$ cat config.mk
export PLATFORM = sky130hd
export DESIGN_NAME = pwd_drain_engine
export DESIGN_NICKNAME = d
export VERILOG_FILES = /design/src/rtl/pwd_pkg.sv /design/src/rtl/pwd_queue.sv /design/src/rtl/pwd_burst_ctrl.sv /design/src/rtl/pwd_bus_drive.sv /design/src/rtl/pwd_drain_engine.sv
export SDC_FILE = /design/constraint.sdc
export NUM_CORES = 1
export LEC_CHECK = 0
export ABC_AREA = 1
export BUFFER_PORTS_ARGS = -buffer_cell sky130_fd_sc_hd__buf_2
export CAP_MARGIN = 25
export CORE_UTILIZATION = 45
export DETAILED_ROUTE_END_ITERATION = 16
export GPL_TIMING_DRIVEN = 0
export HOLD_SLACK_MARGIN = 0.03
export SLEW_MARGIN = 20
export SYNTH_ARGS = -nofsm -noshare
export SYNTH_HDL_FRONTEND = slang
export SYNTH_SLANG_ARGS = --single-unit
$ cat constraint.sdc
create_clock -name clk -period 5.7 [get_ports clk]
set_clock_uncertainty 0.1 [all_clocks]
set_input_delay 1.14 -clock clk [delete_from_list [all_inputs] [get_ports clk]]
set_output_delay 1.14 -clock clk [all_outputs]
set_load 0.02 [all_outputs]
$ cat src/rtl/pwd_pkg.sv
`timescale 1ns/1ps
package pwd_pkg;

  localparam int unsigned AD_W  = 32;
  localparam int unsigned BE_W  = AD_W / 8;
  localparam logic [BE_W-1:0] CMD_MEM_WRITE = 4'b0111;

  typedef struct packed {
    logic [AD_W-1:0] addr;
    logic [AD_W-1:0] data;
    logic [BE_W-1:0] be;
  } post_entry_t;

  typedef enum logic [2:0] {
    ST_IDLE = 3'd0,
    ST_ARB  = 3'd1,
    ST_ADDR = 3'd2,
    ST_DATA = 3'd3,
    ST_LAST = 3'd4,
    ST_TURN = 3'd5
  } drain_state_t;

  // True when b is the doubleword that immediately follows a.
  function automatic logic is_next_dword(input logic [AD_W-1:0] a,
                                         input logic [AD_W-1:0] b);
    return b == (a + AD_W'(BE_W));
  endfunction

  // Data-phase byte enables on the bus are the inverse of the stored ones.
  function automatic logic [BE_W-1:0] be_to_bus(input logic [BE_W-1:0] be);
    return ~be;
  endfunction

endpackage

$ cat src/rtl/pwd_queue.sv
`timescale 1ns/1ps
module pwd_queue
  import pwd_pkg::*;
#(
  parameter int unsigned DEPTH = 8,
  parameter int unsigned LOOK  = 2
) (
  input  logic                            clk,
  input  logic                            rst_n,
  input  logic                            push_valid,
  input  post_entry_t                     push_entry,
  output logic                            push_ready,
  input  logic                            pop,
  output post_entry_t                     head,
  output logic [AD_W-1:0]                 ahead_addr [LOOK],
  output logic [$clog2(DEPTH+1)-1:0]      level,
  output logic [$clog2(DEPTH)-1:0]        rd_ptr
);

  localparam int unsigned AW = $clog2(DEPTH);
  localparam int unsigned CW = $clog2(DEPTH + 1);

  post_entry_t     mem [DEPTH];
  logic [AW-1:0]   wr_ptr;
  logic            do_push;
  logic            do_pop;

  function automatic logic [AW-1:0] wrap_add(input logic [AW-1:0] p,
                                             input int unsigned k);
    int unsigned s;
    s = int'(p) + k;
    if (s >= DEPTH) s = s - DEPTH;
    return AW'(s);
  endfunction

  assign push_ready = (level != CW'(DEPTH));
  assign do_push    = push_valid && push_ready;
  assign do_pop     = pop && (level != '0);

  assign head = mem[rd_ptr];

  generate
    for (genvar t = 0; t < LOOK; t++) begin : g_look
      assign ahead_addr[t] = mem[wrap_add(rd_ptr, t + 1)].addr;
    end
  endgenerate

  always_ff @(posedge clk or negedge rst_n) begin
    if (!rst_n) begin
      wr_ptr <= '0;
      rd_ptr <= '0;
      level  <= '0;
    end else begin
      if (do_push) wr_ptr <= wrap_add(wr_ptr, 1);
      if (do_pop)  rd_ptr <= wrap_add(rd_ptr, 1);
      level <= level + CW'(do_push) - CW'(do_pop);
    end
  end

  always_ff @(posedge clk) begin
    if (do_push) mem[wr_ptr] <= push_entry;
  end

endmodule

$ cat src/rtl/pwd_burst_ctrl.sv
`timescale 1ns/1ps
module pwd_burst_ctrl
  import pwd_pkg::*;
#(
  parameter int unsigned CW = 4
) (
  input  logic            clk,
  input  logic            rst_n,
  input  logic [CW-1:0]   level,
  input  logic [AD_W-1:0] head_addr,
  input  logic [AD_W-1:0] look1_addr,
  input  logic [AD_W-1:0] look2_addr,
  input  logic            gnt,
  input  logic            bus_idle,
  input  logic            trdy,
  output drain_state_t    state,
  output logic            pop,
  output logic            req,
  output logic            frame,
  output logic            irdy
);

  drain_state_t state_nx;

  // Named events for the checker and for reading the FSM.
  logic bus_ours;         // grant present on an idle bus
  logic xfer_accept;      // a data phase completes this clock
  logic chain_from_addr;  // the first data phase is not the last
  logic chain_from_data;  // the phase after this one is not the last

  assign bus_ours        = gnt && bus_idle;
  assign irdy            = (state == ST_DATA) || (state == ST_LAST);
  assign frame           = (state == ST_ADDR) || (state == ST_DATA);
  assign req             = (state == ST_ARB);
  assign xfer_accept     = irdy && trdy;
  assign pop             = xfer_accept;
  assign chain_from_addr = (level >= CW'(2)) && is_next_dword(head_addr, look1_addr);
  assign chain_from_data = (level >= CW'(3)) && is_next_dword(look1_addr, look2_addr);

  always_comb begin
    state_nx = state;
    unique case (state)
      ST_IDLE: if (level != '0) state_nx = bus_ours ? ST_ADDR : ST_ARB;
      ST_ARB:  if (bus_ours)    state_nx = ST_ADDR;
      ST_ADDR: state_nx = chain_from_addr ? ST_DATA : ST_LAST;
      ST_DATA: if (xfer_accept) state_nx = chain_from_data ? ST_DATA : ST_LAST;
      ST_LAST: if (xfer_accept) state_nx = ST_TURN;
      ST_TURN: state_nx = ST_IDLE;
      default: state_nx = ST_IDLE;
    endcase
  end

  always_ff @(posedge clk or negedge rst_n) begin
    if (!rst_n) state <= ST_IDLE;
    else        state <= state_nx;
  end

endmodule

$ cat src/rtl/pwd_bus_drive.sv
`timescale 1ns/1ps
module pwd_bus_drive
  import pwd_pkg::*;
(
  input  drain_state_t    state,
  input  post_entry_t     head,
  output logic [AD_W-1:0] ad,
  output logic [BE_W-1:0] cbe,
  output logic            ad_oe
);

  logic addr_phase;
  logic data_phase;

  assign addr_phase = (state == ST_ADDR);
  assign data_phase = (state == ST_DATA) || (state == ST_LAST);
  assign ad_oe      = addr_phase || data_phase;

  always_comb begin
    ad  = '0;
    cbe = '0;
    if (addr_phase) begin
      ad  = head.addr;
      cbe = CMD_MEM_WRITE;
    end else if (data_phase) begin
      ad  = head.data;
      cbe = be_to_bus(head.be);
    end
  end

endmodule

$ cat src/rtl/pwd_drain_engine.sv
`timescale 1ns/1ps
module pwd_drain_engine
  import pwd_pkg::*;
#(
  parameter int unsigned DEPTH = 8
) (
  input  logic            clk,
  input  logic            rst_n,
  input  logic            wr_valid,
  output logic            wr_ready,
  input  logic [31:0]     wr_addr,
  input  logic [31:0]     wr_data,
  input  logic [3:0]      wr_be,
  input  logic            pci_gnt,
  input  logic            pci_bus_idle,
  input  logic            pci_trdy,
  output logic            pci_req,
  output logic            pci_frame,
  output logic            pci_irdy,
  output logic [31:0]     pci_ad,
  output logic            pci_ad_oe,
  output logic [3:0]      pci_cbe
);

  localparam int unsigned AW   = $clog2(DEPTH);
  localparam int unsigned CW   = $clog2(DEPTH + 1);
  localparam int unsigned LOOK = 2;

  post_entry_t     in_entry;
  post_entry_t     head;
  logic [AD_W-1:0] ahead_addr [LOOK];
  logic [CW-1:0]   level;
  logic [AW-1:0]   rd_ptr;
  logic            pop;
  drain_state_t    state;

  assign in_entry = '{addr: wr_addr, data: wr_data, be: wr_be};

  pwd_queue #(.DEPTH(DEPTH), .LOOK(LOOK)) u_queue (
    .clk        (clk),
    .rst_n      (rst_n),
    .push_valid (wr_valid),
    .push_entry (in_entry),
    .push_ready (wr_ready),
    .pop        (pop),
    .head       (head),
    .ahead_addr (ahead_addr),
    .level      (level),
    .rd_ptr     (rd_ptr)
  );

  pwd_burst_ctrl #(.CW(CW)) u_ctrl (
    .clk        (clk),
    .rst_n      (rst_n),
    .level      (level),
    .head_addr  (head.addr),
    .look1_addr (ahead_addr[0]),
    .look2_addr (ahead_addr[1]),
    .gnt        (pci_gnt),
    .bus_idle   (pci_bus_idle),
    .trdy       (pci_trdy),
    .state      (state),
    .pop        (pop),
    .req        (pci_req),
    .frame      (pci_frame),
    .irdy       (pci_irdy)
  );

  pwd_bus_drive u_drive (
    .state (state),
    .head  (head),
    .ad    (pci_ad),
    .cbe   (pci_cbe),
    .ad_oe (pci_ad_oe)
  );

endmodule

; ---- Yosys cells after proc, flatten, opt, wreduce, memory -nomap -nowiden
; Memories as Yosys holds them, arrays and structs flattened.
; Index checks and enable logic that the tools add are counted.
[op_classes]
n_addsub = 10
muxes = 17
n_eq_ne = 11
n_bitwise = 1
n_lt_le_gt_ge = 5
n_reduce_logical = 12
shift = 0
div_mod_pow = 0
multipliers = 0
[op_table]
columns = operator, n
row1 = $add A32 B3 Y32 const B, 2
row2 = $eq A32 B32 Y1, 2
row3 = $mux W32, 2
row4 = $mux W3, 9
row5 = $pmux W3 S5, 1
row6 = $ge A4 B4 Y1 const B, 3
row7 = $sub A3 B1 Y3 const B, 3
row8 = $add A3 B1 Y4 const B, 2
row9 = $ge A4 B2 Y1 const B, 2
row10 = $mux W4, 2
row11 = $eq A3 B2 Y1 const B, 2
row12 = $logic_and A1 B1 Y1, 6
row13 = $add A3 B2 Y4 const B, 1
row14 = $add A4 B1 Y4, 1
row15 = $ne A2 B1 Y1 const B, 2
row16 = $ne A2 B2 Y1 const B, 2
row17 = $ne A4 B4 Y1 const B, 1
row18 = $not A4 Y4, 1
row19 = $reduce_and A4 Y1, 1
row20 = $reduce_bool A4 Y1, 1
row21 = $sub A4 B1 Y4, 1
row22 = $eq A3 B1 Y1 const B, 1
row23 = $eq A3 B3 Y1 const B, 1
row24 = $logic_not A3 Y1, 1
row25 = 3 further kinds, 6
[word_totals]
regBits = 13
mem_bits_rw = 544
out_inout_bits = 41
n_memories = 1
romBits = 0
input_bits = 74
latch_bits = 0
wordCells = 61
[memory_table]
columns = name, words, word_bits, rd, rd_clocked_by_memory_dff, write_ports, line_no
row1 = u_queue.mem, 8, 68, 3, 0, 1, pwd_queue.sv:23  ; post_entry_t mem [DEPTH];

; ---- Depth between registers and ports, before layout
; An unclocked memory read counts as a cell.
[logic_depth]
depth_word = 10
mapped_depth = 27
depth_no_buf = 23

; ---- Modules after synthesis
; From an unflattened synthesis, not the netlist that was laid out.
[unflattened]
hier_cells = 3859
area_unflattened_um2 = 30829.6
[by_module_without_submodules]
columns = mod, n_inst, seq_area_each_um2, cells_per_inst, area_each_um2
row1 = pwd_queue, 1, 16585.9, 3080, 27143.5
row2 = pwd_burst_ctrl, 1, 75.1, 655, 3101.7
row3 = pwd_bus_drive, 1, 0.0, 124, 584.3

; ---- Least setup slack after synthesis
; Ideal clock, no wire load.
[synth_path]
path_type = input to register
start = input wr_valid
end = memory u_queue.mem[0][0] (netlist name), enable pin
t_arrival_ns = 4.383
n_path_buf = 0
setup_time_ns = 0.494
path_slack_ns = 0.723
required_ns = 5.106
stages = 3
path_cell_list = nand2_1 or2_2 nor2_1
[synth_between]
elab_chain_len = 3
[synth_rtl]
columns = item, line_no
row1 = "start, declared", pwd_drain_engine.sv:9  ; input logic wr_valid,
row2 = $logic_and A1 B1 Y1, pwd_queue.sv:37  ; assign do_push = push_valid && push_ready;
row3 = $mux W1, pwd_queue.sv:61  ; if (do_push) mem[wr_ptr] <= push_entry;
row4 = $mux W1 (implied by the code), pwd_queue.sv:61
row5 = "end, declared", pwd_queue.sv:23
; No other way between the ends.

; ---- Worst setup path in the final report
[layout_path]
start = register u_queue.rd_ptr[0]
end = output pci_ad[21]
[layout_between]
elab_chain_len = 3
[layout_rtl]
columns = item, line_no
row1 = "start, declared", pwd_queue.sv:17  ; output logic [$clog2(DEPTH)-1:0] rd_ptr
row2 = "start signal, assigned", pwd_queue.sv:55  ; if (do_pop) rd_ptr <= wrap_add(rd_ptr, 1);
row3 = $mem_v2 Z8 W68 *, --
row4 = $mux W32, pwd_bus_drive.sv:25  ; end else if (data_phase) begin
row5 = $mux W32 *, pwd_bus_drive.sv:22  ; if (addr_phase) begin
row6 = "end, declared", pwd_drain_engine.sv:20  ; output logic [31:0] pci_ad,
; Every way passes the cells marked *; elsewhere a longest branch is shown, timed or not.

==> impl_metrics.py <==
metrics = {
    "logic_synthesis": {
        "synthCells": 3452,
        "ys.flop_type": "edfxtp_1",
        "synthTopCellsByArea": "edfxtp_1 (55%), nand2_1 (15%), nor2_1 (5.1%)",
        "syn_area_sq_um": 29830,
        "async_flop_share_pct": 2.334,
        "yosysSeqAreaShare_pct": 55.86,
        "syn_area_per_cell_sq_um": 8.641,
        "yosysWarningCount": 0,
        "yosys.area.top_type": "edfxtp_1",
        "ys_types": 45,
        "synth_seq_cells": 557,
        "synth_edf_count": 544,
        "syn_nets": 3537,
        "yosysTopAreaCellShare_pct": 54.77,
    },
    "sta": {
        "period_share_pct": 98.66,
        "tightestPinTransition_ns": 0.9580,
        "hold_violations": 0,
        "finalCriticalPeriod_ns": 5.623,
        "setup_viol": 0,
        "setup_ws_ns": 0.07654,
        "fin_tns_setup_ns": 0,
        "slew_headroom_pct": 36.13,
        "slew_violations": 0,
        "max_freq_ghz": 0.1778,
    },
    "placement": {
        "dpl.hpwl_um": 81140,
        "pre_cts_slack_ns": 0.4524,
        "port_buffers": 114,
        "gp_congestion": 1.076,
        "place_area_sq_um": 32280,
    },
    "floorplan": {
        "die_height_um": 259.5,
        "core_area_sq_um": 65630,
        "ios": 115,
        "rows": 94,
        "initial_core_util_pct": 45.45,
        "die-area_sq_um": 67320,
        "fp.dieW_um": 259.5,
    },
    "global_routing": {
        "grt_max_degree": 21,
        "antenna_found_initial": 8,
        "grt_remaining_overflow": 0,
        "grt_usage_pct": 32.60,
        "grt_pass1_wl_um": 158400,
        "grt_pass1_vias": 24080,
    },
    "worst_setup_path": {
        "cp-end-kind": "primary output",
        "cp_max_fo": 11,
        "path_class": "register to primary output",
        "worstPathArrival_ns": 4.38,
        "crit_path_top_delay_cell": "clkbuf_1",
        "crit_chain": "buf_6 -> buf_4 -> buf_6 -> buf_2 -> buf_6 -> buf_2 -> clkbuf_1 -> o21ai_0 -> o22ai_1 -> o21ai_0 -> o21ai_0 -> buf_2",
        "crit_required_ns": 4.46,
        "cp-start-kind": "register",
        "timing.critical_path.slowest_cell_delay_ns": 0.57,
    },
    "routing": {
        "met3_length_um": 9989,
        "top_layer_used": "met5",
        "drt-met1-wl_um": 44130,
        "ant_nets": 0,
        "via_count": 25610,
        "dr.pass1.iters": 6,
        "wire_per_inst_um": 24.11,
        "via_per_inst": 5.605,
        "wirelength_um": 110200,
        "wl_met2_um": 50840,
        "first_iter_violations": 3195,
        "drc": 0,
    },
    "job": {
        "maxCapViolCount": 0,
    },
    "clock_network": {
        "cts_max_path_buffers": 3,
        "cts-buffers-inserted": 58,
        "clkTransAtPathRegs_ns": 0.06,
        "hold_buffers": 0,
        "clk_latency_ns": 0.64,
        "clock_sinks": 557,
        "htreeDepth": 2,
        "cts_root_buf": "clkbuf_16",
        "cts_tree": "yes",
        "post_cts_buffers": 0,
    },
    "cells_and_area": {
        "area_growth_pct": 14.57,
        "layout.nets": 3740,
        "design_area_sq_um": 34170,
        "drive_above_1_share_pct": 11.62,
        "fin_util_pct": 52.07,
    },
    "min_path": {
        "hold_path_class": "input port to async pin",
    },
    "outcome": {
        "status": "completed",
    },
}
==> metal layers <==
layer,vias to the layer above,global-route usage (%)
met4,12,15.46
met3,279,5.624
met2,1274,52.33
li1,11870,-
met1,12170,42.89
met5,-,0
==> cell families after synthesis <==
kind of cell | count (synthesis) | synth area share, %
mux | 2 | 0.06712
xor+xnor | 42 | 1.321
simple gates | 1905 | 26.16
compound gates | 441 | 8.436
flops | 557 | 55.86
fa+ha+maj | 11 | 0.4866
buf+inv | 494 | 7.672
==> final cells by class <==
| type | count | area [sq um] |
|---|---|---|
| antenna | 3 | 7.507 |
| buffer | 166 | 1074 |
| clock buffer | 73 | 1518 |
| clock inverter | 34 | 366.6 |
| fill | 6231 | 31460 |
| inverter | 325 | 1220 |
| multi-input combinational | 2401 | 10940 |
| sequential | 557 | 16660 |
| tap | 864 | 1081 |
| timing repair buffer | 146 | 1308 |
==> synthesized netlist by cell type, types with 21 or more instances <==
library cell  count
buf_2            49
buf_6            37
clkbuf_1         54
edfxtp_1        544
inv_1           305
nand2_1        1174
nand3_1         213
nand4_1          41
nor2_1          403
nor2_2           23
o211ai_1         25
o21ai_0         256
o21ai_1          62
o221ai_1         45
o22ai_1          31
xor2_1           21
==> path summary, 6_finish.rpt <==
check	from	end	slack, ns	cells past startpoint
max	u_queue.rd_ptr[0]	pci_ad[21]	0.08	12
min reg2reg	u_queue.wr_ptr[0]	u_queue.wr_ptr[0]	0.45	2
min in group clk	u_queue.wr_ptr[0]	u_queue.wr_ptr[0]	0.45	2
max reg2reg	u_queue.rd_ptr[1]	u_ctrl.state[1]	0.88	23
max in group asynchronous	rst_n	u_queue.rd_ptr[0]	4.93	1
min	rst_n	u_queue.wr_ptr[0]	0.30	1
==> critical path, delay by kind of cell (launching register included) <==
family	cells	cell delay [ns]
compound gates	4	1.01
buf+inv	8	2.27
flops	1	0.43
==> flip-flops by register name, summed over array words and instances (netlist names) <==
signal and count:
u_ctrl.state 3, u_queue.wr_ptr 3, u_queue.rd_ptr 3, u_queue.level 4, u_queue.mem 544
==> cells in the final DEF (no fill, tap or decap), types with 45 or more instances in the layout <==
cell type and instances:
o21ai_0 256, nor2_1 395, clkbuf_1 57, clkbuf_16 58, buf_2 167, nand2_1 1174
o21ai_1 62, edfxtp_1 544, inv_1 305, o221ai_1 45, nand3_1 213
==> timing repair <==
| item | 4_1_cts | 5_1_grt |
|---|---|---|
| resized for setup | 9 | 7 |
| hold endpoints to repair | 0 | 0 |
| endpoints found under the setup margin | 23 | 11 |
==> metrics by stage <==
step	hold WS, ns	std cells
floorplan	0.3924	3452
global placement	0.4211	4430
detailed placement	0.4369	4462
CTS	0.2917	4568
global route	0.3206	4566
finish	0.3001	4569
Power is not shown: default switching activity piles up to over one toggle a cycle in this logic, so the estimate is an artifact.
